## config.mk

```make
export PLATFORM = sky130hd
export DESIGN_NAME = arr_dispatch_q
export DESIGN_NICKNAME = d
export VERILOG_FILES = /design/src/rtl/aq_pkg.sv /design/src/rtl/aq_fifo.sv /design/src/rtl/aq_sat_cnt.sv /design/src/rtl/arr_dispatch_q.sv
export SDC_FILE = /design/constraint.sdc
export NUM_CORES = 1
export LEC_CHECK = 0
export BUFFER_PORTS_ARGS = -buffer_cell sky130_fd_sc_hd__buf_2
export CELL_PAD_IN_SITES_DETAIL_PLACEMENT = 0
export CELL_PAD_IN_SITES_GLOBAL_PLACEMENT = 1
export CORE_MARGIN = 3
export CORE_UTILIZATION = 51
export DETAILED_ROUTE_END_ITERATION = 10
export PLACE_DENSITY_LB_ADDON = 0.1
export SLEW_MARGIN = 40
export SYNTH_ARGS = -nofsm -noshare
export SYNTH_HDL_FRONTEND = slang
export SYNTH_HIERARCHICAL = 1
export SYNTH_SLANG_ARGS = --single-unit
```

## constraint.sdc

```tcl
create_clock -name clk_i -period 3.23 [get_ports clk_i]
set_clock_uncertainty 0.1 [all_clocks]
set_input_delay 0.323 -clock clk_i [delete_from_list [all_inputs] [get_ports clk_i]]
set_output_delay 0.323 -clock clk_i [all_outputs]
set_load 0.02 [all_outputs]
```

## src/rtl/aq_pkg.sv

```systemverilog
`timescale 1ns/1ps
package aq_pkg;
  typedef enum logic {
    MODE_BUFFERED = 1'b0,
    MODE_BYPASS   = 1'b1
  } aq_mode_e;
endpackage

```

## src/rtl/aq_fifo.sv

```systemverilog
`timescale 1ns/1ps
module aq_fifo #(
  parameter int W     = 16,
  parameter int DEPTH = 4
) (
  input  logic         clk_i,
  input  logic         rst_ni,
  input  logic         push_i,
  input  logic [W-1:0] data_i,
  input  logic         pop_i,
  output logic         full_o,
  output logic         empty_o,
  output logic [W-1:0] head_o
);
  localparam int PTR_W = (DEPTH > 1) ? $clog2(DEPTH) : 1;
  localparam int CNT_W = $clog2(DEPTH + 1);
  localparam logic [PTR_W-1:0] LAST = PTR_W'(DEPTH - 1);

  logic [W-1:0]     mem [DEPTH];
  logic [PTR_W-1:0] rd_ptr, wr_ptr;
  logic [CNT_W-1:0] cnt;

  assign full_o  = (cnt == CNT_W'(DEPTH));
  assign empty_o = (cnt == '0);
  assign head_o  = mem[rd_ptr];

  always_ff @(posedge clk_i or negedge rst_ni) begin
    if (!rst_ni) begin
      rd_ptr <= '0;
      wr_ptr <= '0;
      cnt    <= '0;
    end else begin
      if (push_i) wr_ptr <= (wr_ptr == LAST) ? '0 : wr_ptr + 1'b1;
      if (pop_i)  rd_ptr <= (rd_ptr == LAST) ? '0 : rd_ptr + 1'b1;
      case ({push_i, pop_i})
        2'b10:   cnt <= cnt + 1'b1;
        2'b01:   cnt <= cnt - 1'b1;
        default: cnt <= cnt;
      endcase
    end
  end

  always_ff @(posedge clk_i) begin
    if (push_i) mem[wr_ptr] <= data_i;
  end
endmodule

```

## src/rtl/aq_sat_cnt.sv

```systemverilog
`timescale 1ns/1ps
module aq_sat_cnt #(
  parameter int W = 16
) (
  input  logic         clk_i,
  input  logic         rst_ni,
  input  logic         inc_i,
  output logic [W-1:0] cnt_o
);
  always_ff @(posedge clk_i or negedge rst_ni) begin
    if (!rst_ni)                    cnt_o <= '0;
    else if (inc_i && cnt_o != '1)  cnt_o <= cnt_o + 1'b1;
  end
endmodule

```

## src/rtl/arr_dispatch_q.sv

```systemverilog
`timescale 1ns/1ps
module arr_dispatch_q #(
  parameter int              W     = 16,
  parameter int              DEPTH = 4,
  parameter int              CNT_W = 16,
  parameter aq_pkg::aq_mode_e MODE = aq_pkg::MODE_BUFFERED
) (
  input  logic             clk_i,
  input  logic             rst_ni,
  input  logic             in_valid_i,
  input  logic             in_is_arr_i,
  input  logic [W-1:0]     in_data_i,
  output logic             in_stall_o,
  output logic             arr_valid_o,
  output logic [W-1:0]     arr_data_o,
  input  logic             arr_ready_i,
  output logic [CNT_W-1:0] stall_cnt_o,
  output logic [CNT_W-1:0] idle_cnt_o
);
  logic arr_req;
  assign arr_req = in_valid_i & in_is_arr_i;

  generate
    if (MODE == aq_pkg::MODE_BYPASS) begin : g_byp
      assign arr_valid_o = arr_req;
      assign arr_data_o  = in_data_i;
      assign in_stall_o  = arr_req & ~arr_ready_i;
    end else begin : g_buf
      logic full, empty, push, pop;
      logic [W-1:0] head;
      // full stalls even if a pop happens this cycle: keeps stall off the ready path
      assign push        = arr_req & ~full;
      assign pop         = ~empty & arr_ready_i;
      assign in_stall_o  = arr_req & full;
      assign arr_valid_o = ~empty;
      assign arr_data_o  = head;

      aq_fifo #(.W(W), .DEPTH(DEPTH)) u_fifo (
        .clk_i  (clk_i),
        .rst_ni (rst_ni),
        .push_i (push),
        .data_i (in_data_i),
        .pop_i  (pop),
        .full_o (full),
        .empty_o(empty),
        .head_o (head)
      );
    end
  endgenerate

  aq_sat_cnt #(.W(CNT_W)) u_stall_cnt (
    .clk_i (clk_i),
    .rst_ni(rst_ni),
    .inc_i (in_stall_o),
    .cnt_o (stall_cnt_o)
  );

  aq_sat_cnt #(.W(CNT_W)) u_idle_cnt (
    .clk_i (clk_i),
    .rst_ni(rst_ni),
    .inc_i (arr_ready_i & ~arr_valid_o),
    .cnt_o (idle_cnt_o)
  );
endmodule

```

==> results of run 1 <==
==> per-stage QoR <==
| stage | instances | utilization | setup WS, ns |
|---|---|---|---|
| 3_3_place_gp | 443 | 0.590 | 1.05 |
| 3_5_place_dp | 443 | 0.590 | 0.985 |
| 6_report | 460 | 0.613 | 0.653 |
| 5_1_grt | 460 | 0.613 | 0.478 |
| 4_1_cts | 460 | 0.613 | 0.589 |
| 2_1_floorplan | 271 | - | 1.18 |
==> critical path, stage by stage (launching register included) <==
cell and delay [ns]:
dfrtp_1 0.74, buf_4 0.30, mux4_1 0.58, buf_2 0.18
==> kinds of logic (layout without fill, tap and decap cells) <==
| family | count (synthesis) | after routing | synth area share |
|---|---|---|---|
| muxes | 21 | 21 | 0.0985 |
| and+or+nand+nor | 78 | 78 | 0.133 |
| adders and majority gates | 9 | 9 | 0.0266 |
| DFF | 103 | 103 | 0.641 |
| buffers and inverters | 11 | 95 | 0.0149 |
| AOI/OAI and AO/OA | 32 | 32 | 0.0526 |
| xor gates and xnor gates | 17 | 17 | 0.0329 |
==> power groups by stage <==
| stage | sequential [mW] | clock [mW] | combinational (mW) |
|---|---|---|---|
| 2_1_floorplan | 1.74 | 0 | 0.753 |
| 3_3_place_gp | 1.78 | 0 | 0.959 |
| 3_5_place_dp | 1.79 | 0 | 0.979 |
| 4_1_cts | 1.76 | 0.772 | 0.987 |
| 5_1_grt | 1.79 | 0.830 | 1.06 |
| 6_report | 1.75 | 0.747 | 0.973 |
==> area by class of cell <==
class | count | share of cell area
Inverter | 7 | 0.00509
Tap cell | 105 | 0.0254
Multi-Input combinational cell | 157 | 0.302
Clock buffer | 10 | 0.0247
Clock inverter | 6 | 0.0107
Timing Repair Buffer | 72 | 0.0717
Sequential cell | 103 | 0.561
==> flip-flops by register name, summed over array words and instances (netlist names) <==
signal	count
g_buf.u_fifo/mem	64
u_idle_cnt/cnt_o	16
g_buf.u_fifo/wr_ptr	2
u_stall_cnt/cnt_o	16
g_buf.u_fifo/cnt	3
g_buf.u_fifo/rd_ptr	2
==> final timing paths <==
check                                                    from                                end  slack, ns  cells past startpoint
max in group asynchronous                              rst_ni   u_idle_cnt/cnt_o[12]$_DFFE_PN0P_       2.25                      2
hold / removal                                   in_data_i[5]   g_buf.u_fifo/mem[0][5]$_DFFE_PP_       0.07                      1
min in group asynchronous                              rst_ni  u_stall_cnt/cnt_o[10]$_DFFE_PN0P_       0.39                      2
setup / recovery           g_buf.u_fifo/rd_ptr[0]$_DFFE_PN0P_                     arr_data_o[13]       0.65                      3
setup reg to reg              g_buf.u_fifo/cnt[0]$_DFFE_PN0P_    g_buf.u_fifo/cnt[2]$_DFFE_PN0P_       0.96                     10
hold reg to reg               g_buf.u_fifo/cnt[2]$_DFFE_PN0P_    g_buf.u_fifo/cnt[2]$_DFFE_PN0P_       0.41                      1
==> routing by layer <==
| layer | vias up | global-route usage | wire length (µm) |
|---|---|---|---|
| li1 | 1251 | - | - |
| met1 | 1282 | 0.235 | 3580 |
| met2 | 78 | 0.260 | 3830 |
| met3 | 4 | 0.0299 | 494 |
| met4 | 0 | 0.0663 | 47 |
| met5 | - | 0 | 0 |
==> repair_timing <==
action	CTS	global route
hold buffers	1	0
endpoints found under the hold margin	39	0
endpoints found under the setup margin	0	0
resized for setup	0	0
==> placed cells by master, fill, tap and decap left out, types with 3 or more instances in the layout <==
cell / synthesis / layout
edfxtp_1: 64 / 64
xor2_1: 6 / 6
ha_1: 8 / 8
mux4_2: 8 / 8
a31oi_1: 6 / 6
nand3_1: 10 / 10
and2_1: 5 / 3
o21a_1: 10 / 10
nand2_1: 9 / 9
nor2_1: 6 / 6
dfrtp_1: 39 / 39
clkbuf_8: 0 / 9
mux4_1: 8 / 8
a21oi_1: 6 / 6
inv_1: 7 / 7
nand4_1: 16 / 16
and3_1: 5 / 5
nor4_4: 4 / 4
buf_2: 2 / 69
o21ai_0: 4 / 4
xnor2_1: 11 / 11
==> flow_summary.ini, run 1 <==
[outcome]
status = finished, final reports clean

[yosys]
synth.yosys.seq_area_share = 0.641
synth_area_leaders = edfxtp_1, dfrtp_1, mux4_1
ys_warn_count = 6
yosysTopAreaCell = edfxtp_1
synth-seq-cells = 103
synth_top_cell_area_share = 0.425
synth-edff-count = 64
synth_common_cells = edfxtp_1, dfrtp_1, nand4_1
syn_area_um2 = 4520
ys.flop_type = edfxtp_1
synthArstFlopShare = 0.379
yosysMostFrequentCell = edfxtp_1
syn_inst = 271
syn_area_per_cell_um2 = 16.7
synth_cell_types = 43
syn_nets = 301

[die]
core_area_um2 = 8420
dieArea_um2 = 10000
rows = 33
ioPinCount = 71
fp.dieW_um = 100
start_util = 0.537
chipHeight_um = 100

[placement]
gp_congestion = 0.755
placed_area_um2 = 4970
dp_hpwl_um = 5360
port_buffers = 70

[layout]
diodes = 0
fillers = 660
final_area_um2 = 5170
regArea_um2 = 2900
area_growth_pct = 14.3
multi_input_area_um2 = 1560
final_layout_size_suffix_gt1_frac = 0.335
fin_nets = 380

[power]
leakagePower_nw = 2.13
fin_total_pwr_mw = 3.47
irDropWorstVdd_uv = 296
power.clock.fraction = 0.215
seqPwrFrac = 0.505
p_switching_mw = 1.17
power_frac_comb = 0.280
p_sw_frac = 0.336
power.density_nw_per_um2 = 672
internal-power_mw = 2.31

[cts]
cts_tree = built
ctsRootBufferMaster = clkbuf_8
h-tree-depth = 3
cts_buffers = 9
cts.sinks = 103
clock_latency_ns = 0.36
postCtsSetupBuffers = 0
clkSlewWorstSetupHoldPaths_ns = 0.11
clockBufferDepth = 2

[critical_path]
required_ns = 2.81
worst_setup_path_start_kind = flip-flop
critPathCaptureType = output pin
cp.arrival_ns = 2.15
crit_type = flip-flop to output pin
worstPathMaxFanout = 12

[routing]
drt-initial-drc-count = 76
vias_per_cell = 5.68
drt-wirelength-per-cell_um = 17.3
final_antenna_net_count = 0
drcViolationCount = 0
drt_pass1_iterations = 5
vias = 2615
routed_wl_um = 7950

[sta]
timing.final.hold_violations = 0
timing.final.crit_share = 0.798
tightest_slew_ns = 0.826
max_freq_mhz = 388
report.final.setup_viol = 0
period_minus_slack_ns = 2.58
final.setup.tns_ns = 0
rsz0062_at_grt = false
slew-limit-headroom = 0.450
slew_violations = 0
hold-worst-slack_ns = 0.0717

[flow_run]
cap_violations = 0

[global_route]
grt_overflow = 0
grt_max_degree = 40
grt_use_total = 0.167
antenna_found_initial = 0
grt_pass1_wl_um = 13000
grt_pass1_vias = 2632

[hold_path]
worstHoldPathType = primary input to flip-flop
No activity file was read; power rests on OpenSTA's default activity.
==> inputs of run 2 (changes only) <==
--- a/config.mk
+++ b/config.mk
@@ -5,11 +5,12 @@
 export SDC_FILE = /design/constraint.sdc
 export NUM_CORES = 1
 export LEC_CHECK = 0
+export ABC_AREA = 1
 export BUFFER_PORTS_ARGS = -buffer_cell sky130_fd_sc_hd__buf_2
 export CELL_PAD_IN_SITES_DETAIL_PLACEMENT = 0
 export CELL_PAD_IN_SITES_GLOBAL_PLACEMENT = 1
 export CORE_MARGIN = 3
-export CORE_UTILIZATION = 51
+export CORE_UTILIZATION = 40
 export DETAILED_ROUTE_END_ITERATION = 10
 export PLACE_DENSITY_LB_ADDON = 0.1
 export SLEW_MARGIN = 40
==> constraint.sdc (replaced) <==
create_clock -name clk_i -period 2.19 [get_ports clk_i]
set_clock_uncertainty 0.1 [all_clocks]
set_input_delay 0.219 -clock clk_i [delete_from_list [all_inputs] [get_ports clk_i]]
set_output_delay 0.219 -clock clk_i [all_outputs]
set_load 0.02 [all_outputs]
==> run 2 against run 1 <==
  * Non-clock buffer count is 20 higher
  * Critical path depth rose by 7
  * First-iteration DRC count rose by 150%
  * Hold slack worse by 0.050 ns
==> flow_summary.ini, run 2 <==
[outcome]
status = finished, final reports clean

[global_route]
grt_overflow = 0
grt_max_degree = 65
antenna_found_initial = 0
grt_pass1_vias = 3470
grt_use_total = 0.152
grt_pass1_wl_um = 17200

[layout]
largest_reg_flops = 64
fin_nets = 666
fillers = 1180
final_area_um2 = 6080
stdcell_count = 809
diodes = 0
final_common_cell = nand2_1
final_layout_size_suffix_gt1_frac = 0.190
area_growth_pct = 18.1
largest-register = g_buf.u_fifo/mem
reg_top3 = g_buf.u_fifo/mem (64), u_idle_cnt/cnt_o (16), u_stall_cnt/cnt_o (16)
multi_input_area_um2 = 1820
final_cell_mix = nand2_1, inv_1, buf_2, edfxtp_1, dfrtp_1
regArea_um2 = 2900

[critical_path]
required_ns = 2.33
worst_setup_path_start_kind = flip-flop
crit_type = flip-flop to flip-flop
critPathCaptureType = flip-flop
worstPathMaxFanout = 4
cp.arrival_ns = 2.10

[sta]
tightest_slew_ns = 0.721
period_minus_slack_ns = 1.97
slew-limit-headroom = 0.519
rsz0062_at_grt = false
max_freq_mhz = 508
report.final.setup_viol = 0
timing.final.crit_share = 0.899
timing.final.hold_violations = 0
slew_violations = 0
final.setup.tns_ns = 0

[cts]
clock_latency_ns = 0.35
cts.sinks = 103
cts_buffers = 9
cts_tree = built
ctsRootBufferMaster = clkbuf_16
clkSlewWorstSetupHoldPaths_ns = 0.07
clockBufferDepth = 2
h-tree-depth = 3

[yosys]
syn_inst = 548
synth-seq-cells = 103
synth_area_leaders = edfxtp_1, dfrtp_1, nand2_1
synth_cell_types = 24
yosysTopAreaCell = edfxtp_1
synth-edff-count = 64
yosysMostFrequentCell = nand2_1
ys.flop_type = edfxtp_1
syn_area_um2 = 5150
synthArstFlopShare = 0.379
synth.yosys.seq_area_share = 0.563
synth_top_cell_area_share = 0.373
ys_warn_count = 6
synth_common_cells = nand2_1, inv_1, edfxtp_1
syn_area_per_cell_um2 = 9.39
syn_nets = 578

[routing]
final_antenna_net_count = 0
vias = 3740
routed_wl_um = 10500
drt_pass1_iterations = 4
drcViolationCount = 0
drt-initial-drc-count = 187
drt-wirelength-per-cell_um = 13.0
vias_per_cell = 4.62

[placement]
gp_congestion = 0.722
place_inst = 777
placed_area_um2 = 5620
port_buffers = 70
dp_hpwl_um = 7210

[power]
leakagePower_nw = 2.70
power.density_nw_per_um2 = 1070
power.clock.fraction = 0.243
internal-power_mw = 4.04
p_sw_frac = 0.381
power_frac_comb = 0.353
irDropWorstVdd_uv = 462
fin_total_pwr_mw = 6.53
p_switching_mw = 2.49
seqPwrFrac = 0.405

[die]
rows = 40
fp.dieW_um = 119
core_area_um2 = 12300
dieArea_um2 = 14300
start_util = 0.418
chipHeight_um = 119
ioPinCount = 71

[flow_run]
cap_violations = 0

[hold_path]
worstHoldPathType = primary input to flip-flop
run 2: cell types whose count changed in the layout (fill, tap and decap cells not counted), moves of 9 or more:
cell           change
nand2_1          +182
dlygate4sd3_1     +15
o21ai_0           +15
clkbuf_16          +9
o211ai_1          +30
nor2_1            +27
inv_1             +66
o21a_1            -10
clkbuf_8           -9
run 2: logic make-up after synthesis:
logic type / Yosys count / synth area share
AO/OA/AOI/OAI: 55 / 0.0719
XOR/XNOR: 13 / 0.0221
adder cells (fa/ha/maj): 9 / 0.0233
buffers and inverters: 92 / 0.0836
flip-flops: 103 / 0.563
AND/OR/NAND/NOR: 276 / 0.236
run 2: critical path: stages (launching register included):
cell	delay, ns
dfrtp_1	0.42
nor3_1	0.26
nor2_1	0.10
inv_1	0.06
ha_1	0.16
inv_1	0.07
fa_1	0.39
nand2_1	0.11
nand3_1	0.08
nand2_1	0.06
nand2_1	0.05
run 2: layer usage:
| layer | vias to the layer above | part of all wire | track usage |
|---|---|---|---|
| li1 | 1949 | - | - |
| met1 | 1719 | 0.47 | 0.196 |
| met2 | 60 | 0.47 | 0.253 |
| met3 | 12 | 0.035 | 0.0271 |
| met4 | 0 | 0.019 | 0.0666 |
| met5 | - | 0 | 0 |
run 2: cell type report:
cell class | instances | area share
clock buffer | 11 | 0.0383
clock inverter | 5 | 0.00967
inverter | 77 | 0.0475
multi-input combinational | 353 | 0.300
sequential | 103 | 0.477
tap | 168 | 0.0346
timing repair buffer | 92 | 0.0934
run 2: power groups by stage:
stage | clock network (mW) | registers (mW) | logic (mW)
5_1_grt | 1.70 | 2.69 | 2.59
2_1_floorplan | 0 | 2.76 | 1.61
3_5_place_dp | 0 | 2.68 | 2.33
6_report | 1.59 | 2.64 | 2.30
4_1_cts | 1.64 | 2.64 | 2.36
3_3_place_gp | 0 | 2.67 | 2.28
run 2: through the flow:
step / worst slack [ns] / hold WS [ns] / utilization
2_1_floorplan: 0.249 / -0.177 / -
3_3_place_gp: 0.300 / 0.0553 / 0.457
3_5_place_dp: 0.161 / 0.0513 / 0.457
4_1_cts: 0.126 / 0.00311 / 0.493
5_1_grt: 0.00754 / 0.00578 / 0.494
6_report: 0.222 / 0.0219 / 0.494
run 2: final timing paths:
path	startpoint	end	slack, ns	cells after the start
min	in_data_i[1]	g_buf.u_fifo/mem[3][1]$_DFFE_PP_	0.02	1
min reg2reg	g_buf.u_fifo/cnt[2]$_DFFE_PN0P_	g_buf.u_fifo/cnt[2]$_DFFE_PN0P_	0.43	2
max in group asynchronous	rst_ni	u_stall_cnt/cnt_o[13]$_DFFE_PN0P_	1.24	3
min in group asynchronous	rst_ni	u_stall_cnt/cnt_o[7]$_DFFE_PN0P_	0.21	2
max reg2reg	g_buf.u_fifo/cnt[1]$_DFFE_PN0P_	g_buf.u_fifo/cnt[2]$_DFFE_PN0P_	0.22	10
max	g_buf.u_fifo/cnt[1]$_DFFE_PN0P_	g_buf.u_fifo/cnt[2]$_DFFE_PN0P_	0.22	10
run 2: timing repair:
item | CTS | global route
resized for setup | 0 | 1
hold buffers | 16 | 0
hold endpoints to repair | 74 | 0
setup endpoints to repair | 0 | 1
setup buffers | 0 | 0
